<file path="config.mk">
export PLATFORM = sky130hd
export DESIGN_NAME = stat_event_reg
export DESIGN_NICKNAME = d
export VERILOG_FILES = /design/src/rtl/stat_pkg.sv /design/src/rtl/stat_cond_track.sv /design/src/rtl/stat_event_latch.sv /design/src/rtl/stat_reg_port.sv /design/src/rtl/stat_event_reg.sv
export SDC_FILE = /design/constraint.sdc
export NUM_CORES = 1
export LEC_CHECK = 0
export ABC_AREA = 0
export BUFFER_PORTS_ARGS = -buffer_cell sky130_fd_sc_hd__buf_4
export CORE_UTILIZATION = 45
export CTS_BUF_LIST = sky130_fd_sc_hd__clkbuf_4
export CTS_CLUSTER_DIAMETER = 200
export DETAILED_ROUTE_END_ITERATION = 7
export PLACE_DENSITY = 0.74
export SLEW_MARGIN = 20
export SYNTH_ARGS = -nofsm -noshare
export SYNTH_HDL_FRONTEND = slang
export SYNTH_SLANG_ARGS = --single-unit
</file>
<file path="constraint.sdc">
create_clock -name clk -period 1.4 [get_ports clk]
set_input_delay 0 -clock clk [delete_from_list [all_inputs] [get_ports clk]]
set_output_delay 0 -clock clk [all_outputs]
set_load 0.05 [all_outputs]
</file>
<file path="src/rtl/stat_pkg.sv">
package stat_pkg;
  localparam int unsigned STAT_W = 16;
  localparam logic [STAT_W-1:0] STAT_COND_MASK  = 16'h2D1F;
  localparam logic [STAT_W-1:0] STAT_PULSE_MASK = 16'h10E0;

  typedef enum logic [1:0] {
    SEL_COND = 2'd0,
    SEL_EVT  = 2'd1,
    SEL_EN   = 2'd2,
    SEL_NONE = 2'd3
  } stat_sel_e;
endpackage

</file>
<file path="src/rtl/stat_cond_track.sv">
module stat_cond_track #(
  parameter int unsigned W = 16,
  parameter logic [W-1:0] COND_MASK = '0
) (
  input  logic         clk,
  input  logic         rst,
  input  logic [W-1:0] cond_in,
  output logic [W-1:0] cond_q,
  output logic [W-1:0] rise
);
  logic [W-1:0] cond_m;
  assign cond_m = cond_in & COND_MASK;
  assign rise   = cond_m & ~cond_q;

  always_ff @(posedge clk) begin
    if (rst) cond_q <= '0;
    else     cond_q <= cond_m;
  end

  // stored condition never has bits outside the condition positions
  p_cond_mask_r2: assert property (@(posedge clk) disable iff (rst)
    (cond_q & ~COND_MASK) == '0);
  // a rise at this edge means the stored copy shows 1 afterwards
  p_rise_stores_r3: assert property (@(posedge clk) disable iff (rst)
    (rise != '0) |=> ((cond_q & $past(rise)) == $past(rise)));
endmodule

</file>
<file path="src/rtl/stat_event_latch.sv">
module stat_event_latch #(
  parameter int unsigned W = 16,
  parameter logic [W-1:0] VALID_MASK = '0
) (
  input  logic         clk,
  input  logic         rst,
  input  logic [W-1:0] set,
  input  logic         clr,
  output logic [W-1:0] evt_q
);
  logic [W-1:0] kept;
  assign kept = clr ? '0 : evt_q;

  always_ff @(posedge clk) begin
    if (rst) evt_q <= '0;
    else     evt_q <= (kept | set) & VALID_MASK;
  end

  // unused positions stay 0
  p_evt_unused_r5: assert property (@(posedge clk) disable iff (rst)
    (evt_q & ~VALID_MASK) == '0);
  // a set at the clearing edge survives
  p_set_wins_r7: assert property (@(posedge clk) disable iff (rst)
    (set != '0) |=> ((evt_q & $past(set)) == $past(set)));
  // without a clear no latched bit drops
  p_sticky_r6: assert property (@(posedge clk) disable iff (rst)
    (!clr) |=> ((evt_q & $past(evt_q)) == $past(evt_q)));
endmodule

</file>
<file path="src/rtl/stat_reg_port.sv">
module stat_reg_port
  import stat_pkg::*;
#(
  parameter int unsigned W = 16,
  parameter logic [W-1:0] VALID_MASK = '0
) (
  input  logic         clk,
  input  logic         rst,
  input  logic [1:0]   sel,
  input  logic         rd,
  input  logic         wr,
  input  logic [W-1:0] wdata,
  input  logic [W-1:0] cond_q,
  input  logic [W-1:0] evt_q,
  output logic [W-1:0] en_q,
  output logic [W-1:0] rdata,
  output logic         evt_clr
);
  stat_sel_e sel_e;
  logic [W-1:0] rd_mux;

  assign sel_e   = stat_sel_e'(sel);
  assign evt_clr = rd && (sel_e == SEL_EVT);

  always_comb begin
    unique case (sel_e)
      SEL_COND: rd_mux = cond_q;
      SEL_EVT:  rd_mux = evt_q;
      SEL_EN:   rd_mux = en_q;
      default:  rd_mux = '0;
    endcase
  end

  always_ff @(posedge clk) begin
    if (rst) begin
      en_q  <= '0;
      rdata <= '0;
    end else begin
      if (wr && sel_e == SEL_EN) en_q <= wdata & VALID_MASK;
      if (rd) rdata <= rd_mux;
    end
  end

  // enable word never holds unused bits
  p_en_unused_r8: assert property (@(posedge clk) disable iff (rst)
    (en_q & ~VALID_MASK) == '0);
  // read data holds between reads
  p_rdata_hold_r7: assert property (@(posedge clk) disable iff (rst)
    (!rd) |=> $stable(rdata));
  // enable word only moves on an enable write
  p_en_hold_r8: assert property (@(posedge clk) disable iff (rst)
    !(wr && sel_e == SEL_EN) |=> $stable(en_q));
endmodule

</file>
<file path="src/rtl/stat_event_reg.sv">
module stat_event_reg
  import stat_pkg::*;
#(
  parameter int unsigned W = STAT_W,
  parameter logic [W-1:0] COND_MASK  = STAT_COND_MASK,
  parameter logic [W-1:0] PULSE_MASK = STAT_PULSE_MASK
) (
  input  logic         clk,
  input  logic         rst,
  input  logic [W-1:0] cond_in,
  input  logic [W-1:0] pulse_in,
  input  logic [1:0]   reg_sel,
  input  logic         reg_rd,
  input  logic         reg_wr,
  input  logic [W-1:0] reg_wdata,
  output logic [W-1:0] reg_rdata,
  output logic         summary_o
);
  localparam logic [W-1:0] VALID_MASK = COND_MASK | PULSE_MASK;

  logic [W-1:0] cond_q, rise, evt_q, en_q, set_v;
  logic         evt_clr;

  stat_cond_track #(.W(W), .COND_MASK(COND_MASK)) u_cond (
    .clk(clk), .rst(rst), .cond_in(cond_in), .cond_q(cond_q), .rise(rise)
  );

  assign set_v = rise | (pulse_in & PULSE_MASK);

  stat_event_latch #(.W(W), .VALID_MASK(VALID_MASK)) u_evt (
    .clk(clk), .rst(rst), .set(set_v), .clr(evt_clr), .evt_q(evt_q)
  );

  stat_reg_port #(.W(W), .VALID_MASK(VALID_MASK)) u_port (
    .clk(clk), .rst(rst), .sel(reg_sel), .rd(reg_rd), .wr(reg_wr),
    .wdata(reg_wdata), .cond_q(cond_q), .evt_q(evt_q), .en_q(en_q),
    .rdata(reg_rdata), .evt_clr(evt_clr)
  );

  assign summary_o = |(evt_q & en_q);

  // nothing enabled means no summary
  p_summary_masked_r9: assert property (@(posedge clk) disable iff (rst)
    (en_q == '0) |-> !summary_o);
  // a new pulse into an enabled position raises summary next cycle
  p_summary_next_r10: assert property (@(posedge clk) disable iff (rst)
    (((pulse_in & PULSE_MASK & en_q) != '0) && !(reg_wr && reg_sel == 2'd2))
      |=> summary_o);
endmodule

</file>
== Word level (Yosys, flattened, before mapping) ==
Index checks and enable logic that the tools add are counted.
Word-level totals
  bits in registers: 51
  logic and storage cells: 17
Cells by class
  equality and inequality tests: 2
  mux-type cells: 2
  bitwise logic cells: 5
  reduce and logical (&&, ||, !) cells: 4
Operators with widths (count)
  case mux 14 bit (3 select lines): 1
  bitwise AND 14 bit: 2
  OR reduction 16 bit: 1
  2-to-1 mux 14 bit: 1
  inverter 14 bit: 1
  bitwise OR 14 x 13 -> 14 bit: 1
  bitwise OR 14 bit: 1
  == test 2 x 1 -> 1 bit (second input constant): 1
  == test 2 bit (second input constant): 1
  logical AND 1 bit: 2
  zero test 2 bit: 1

== Logic depth before layout (Yosys ltp) ==
  depth after elaboration: 4
  mapped depth: 5
  gate-level depth less buffers: 3

== Hierarchy ==
From an unflattened synthesis, not the netlist that was laid out.
Unflattened totals
  cell total of the unflattened synthesis: 280
  area total of the unflattened synthesis: 2402.3 um^2
By module, submodules not included
  stat_reg_port: times used 1, cells an instance 167, area each 1371.3 um^2, sequential area each 580.6 um^2
  stat_event_latch: times used 1, cells an instance 58, area each 503.0 um^2, sequential area each 260.2 um^2
  stat_cond_track: times used 1, cells an instance 42, area each 401.6 um^2, sequential area each 180.2 um^2
  stat_event_reg: times used 1, cells an instance 13, area each 126.4 um^2, sequential area each 0.0 um^2

== Least setup slack after synthesis ==
Ideal clock, no wire load.
  path kind: register to output
  start: register u_evt.evt_q[13]
  end: output port summary_o
  arrival time: 1229 ps
  required time: 1400 ps
  slack: 171 ps
  cell stages (with the launch flop): 4
  path buffers: 0
  path through: dfxtp_1 -> a222oi_1 -> and3_1 -> nand4_1
Between the ends
  cells in the longest elaborated chain, start to end: 2
RTL lines
  from (decl): line stat_event_latch.sv:9  | output logic [W-1:0] evt_q
  from (signal assigned): line stat_event_latch.sv:16  | else evt_q <= (kept | set) & VALID_MASK;
  bitwise AND 14 bit: line stat_event_reg.sv:40  | assign summary_o = |(evt_q & en_q);
  OR reduction 16 bit: line stat_event_reg.sv:40
  to (decl): line stat_event_reg.sv:17  | output logic summary_o
Every way passes these cells.

== Worst setup path in the final report ==
Ends and elaborated chain as after synthesis.

==> key figures <==
GRT
  – Overflow after GRT: 0
  – Vias in the first global route: 1627
  – Gr busiest metal: met2
  – Antenna violations before repair: 0
  – Total Routing Usage GR: 0.217
  – GR Util met1: 0.267
  – First-pass GRT wire length: 7340 um
  – Met2 Usage GRT: 0.374
  – Largest net degree at the start of global routing: 49
  – Met3 GRT Util: 0.0500

Floorplan
  – Boundary Pins: 71
  – Starting density of the core: 0.480
  – Full die area: 4620 sq um
  – Die height: 68.0 um
  – Row count: 23
  – Chip Width: 68.0 um
  – Core region area: 4090 sq um

STA
  – Hold Vio Cnt, Final: 0
  – RSZ-0062 raised after global routing: yes
  – Finish-stage setup viols: 1
  – Max Slew Vio Count: 0
  – Final min period: 1.51 ns
  – Fin crit share: 1.08
  – Worst-Margin Slew: 0.531 ns
  – Hold Slack: 0.0360 ns
  – Worst clock skew: 0.00453 ns
  – Relative slew slack: 0.646
  – Worst Slack Setup Final: -0.112 ns
  – Max Clk Rate: 661 MHz

Yosys
  – Post-synthesis adder-cell area fraction: 0
  – Synth Area per Inst: 8.95 sq um
  – Number of synthesized flops with an enable pin: 0
  – FF+latch count, synth: 48
  – Ys flop type: dfxtp_1
  – Mux contribution to synthesized area: 0.0459
  – Synth unique cells: 25
  – Register area share after synthesis: 0.490
  – Synthesized cell area: 1960 sq um
  – Synth warn: 0
  – Synth Instances: 219
  – Xor/xnor share of the synthesized area: 0
  – Async SR Flop Fraction: 0
  – Main combinational cell family by area after synthesis: simple AND/OR/NAND/NOR gates
  – Compound-Gate Fraction of Synth Area: 0.184
  – Simple-Gate Fraction of Synth Area: 0.231

Worst setup path
  – CP top delay family: flip-flops
  – Critical path endpoint category: primary output
  – CP max stage delay: 0.35 ns
  – Worst path bufs/invs: 1
  – Setup CP Type: flip-flop to primary output
  – Crit path launch type: flip-flop
  – Critical path cell sequence: a222oi_1 > and3_1 > nand4_1 > buf_6
  – Worst Path Required: 1.40 ns
  – Arrival @ worst endpoint: 1.51 ns
  – Largest fanout on the critical path: 3
  – Critical-path top delay cell: dfxtp_2

Routing
  – DR DRC count: 0
  – Routed length per instance: 13.4 um
  – Via density: 5.11
  – Vias: 1716
  – TritonRoute pass-1 iters: 6
  – DR iter-0 viols: 113
  – Antenna Nets Post-Route: 0
  – DRT Wirelength: 4520 um

Clocking
  – CTS tree: done
  – Clock transition at the registers of the reported paths: 0.13 ns
  – CTS Sinks: 48
  – Inserted Clock Buffers: 5
  – Max clock buf depth: 2
  – Clk root buf: clkbuf_4
  – Worst-Skew Late Latency: 0.35 ns
  – Post-CTS Setup Bufs: 0
  – H-tree depth: 2

Run status
  – Outcome: finished, violations left
  – Violated checks: setup timing

Cells and area
  – Most frequent cells in the layout: buf_4, dfxtp_1, nand2_1
  – Fillers: 353
  – Multi-input logic area: 915 sq um
  – Fraction of layout cells with a size suffix above 1: 0.241
  – Final Cell Area: 2630 sq um
  – Final nets: 340
  – Non-Filler Instances: 336
  – FF/Latch Area: 963 sq um
  – Commonest non-fill, non-tap cell in the layout: buf_4
  – Layout area overhead: 33.9%
  – Antenna cells: 0

Placed design
  – Placed insts: 302
  – Placer congestion estimate: 0.754
  – Area after DPL: 2300 sq um
  – Port buffer count: 45
  – DP HPWL: 2930 um

Power and ir drop
  – Max VDD drop: 0.575 mV
  – Power Density: 997 nW/um^2
  – Pleak: 1.05 nW

Job
  – Max-cap violations: 0

Worst hold path
  – Worst min path class: primary input to flip-flop
## cell type report
type,count,area share
Multi-Input combinational cell,156,0.348
Timing Repair Buffer,75,0.242
Tap cell,50,0.0238
Sequential cell,48,0.367
Clock buffer,6,0.0172
Clock inverter,1,0.00191
## synthesized netlist by cell type (2+ instances only)
master | instances | area, sq um
a21oi_1 | 26 | 130
clkbuf_1 | 8 | 30.0
a211oi_1 | 4 | 30.0
nor2_1 | 26 | 97.6
and2b_2 | 2 | 17.5
a311oi_1 | 2 | 17.5
nor2b_1 | 18 | 113
or2_0 | 7 | 43.8
or2_2 | 2 | 12.5
dfxtp_1 | 48 | 961
nand3b_1 | 2 | 15.0
a311oi_2 | 7 | 105
nand2_1 | 35 | 131
a22oi_1 | 9 | 67.6
buf_4 | 5 | 37.5
mux2i_1 | 9 | 90.1
## power by group
| group | leakage (nW) | switching (mW) | internal [mW] |
|---|---|---|---|
| registers | 0.397 | 0.0510 | 1.44 |
| clock network | 0.0315 | 0.410 | 0.205 |
| logic | 0.622 | 0.275 | 0.232 |
## routing by layer
layer / routed length [um] / share of wire / vias to the layer above
met1: 2020 / 0.45 / 802
met3: 157 / 0.035 / 6
met4: 57 / 0.013 / 0
li1: - / - / 876
met5: 0 / 0 / -
met2: 2280 / 0.50 / 32
## registers in the layout (all words and copies together), names as in the netlist
| register | count |
|---|---|
| u_port.en_q | 13 |
| u_cond.cond_q | 9 |
| u_port.rdata | 13 |
| u_evt.evt_q | 13 |
## path summary, 6_finish.rpt
kind	from	depth (start not counted)	slack, ns	end
max	u_evt.evt_q[13]	4	-0.11	summary_o
min	reg_sel[1]	3	0.04	u_port.rdata[0]
max reg2reg	u_evt.evt_q[0]	3	0.35	u_port.rdata[0]
min reg2reg	u_port.en_q[13]	2	0.48	u_port.en_q[13]
## cell families after synthesis
family | Yosys count
simple gates | 95
flops | 48
mux | 9
buf+inv | 17
other cells | 1
compound gates | 49
## worst register-to-register path, delay by kind of cell, from the launching register on
| family | cells | cell delay (ns) |
|---|---|---|
| muxes | 1 | 0.08 |
| and+or+nand+nor | 1 | 0.27 |
| AOI/OAI and AO/OA | 1 | 0.23 |
| DFF | 1 | 0.38 |
## per-stage QoR
stage	setup slack, ns	total power [mW]	utilization	setup TNS [ns]
2_1_floorplan	0.171	1.82	-	0
3_3_place_gp	0.283	1.96	0.562	0
3_5_place_dp	0.264	1.97	0.562	0
4_1_cts	-0.130	2.62	0.642	-0.130
5_1_grt	-0.181	2.74	0.642	-0.181
6_report	-0.112	2.62	0.642	-0.112
## timing repair
item                                    4_1_cts  5_1_grt
hold buffers                                 27        0
pin swaps                                     2        2
hold endpoints to repair                     39        0
gates resized for setup                       2        1
endpoints found under the setup margin        1        1
Note: power is estimated with default switching activity, not from simulation.
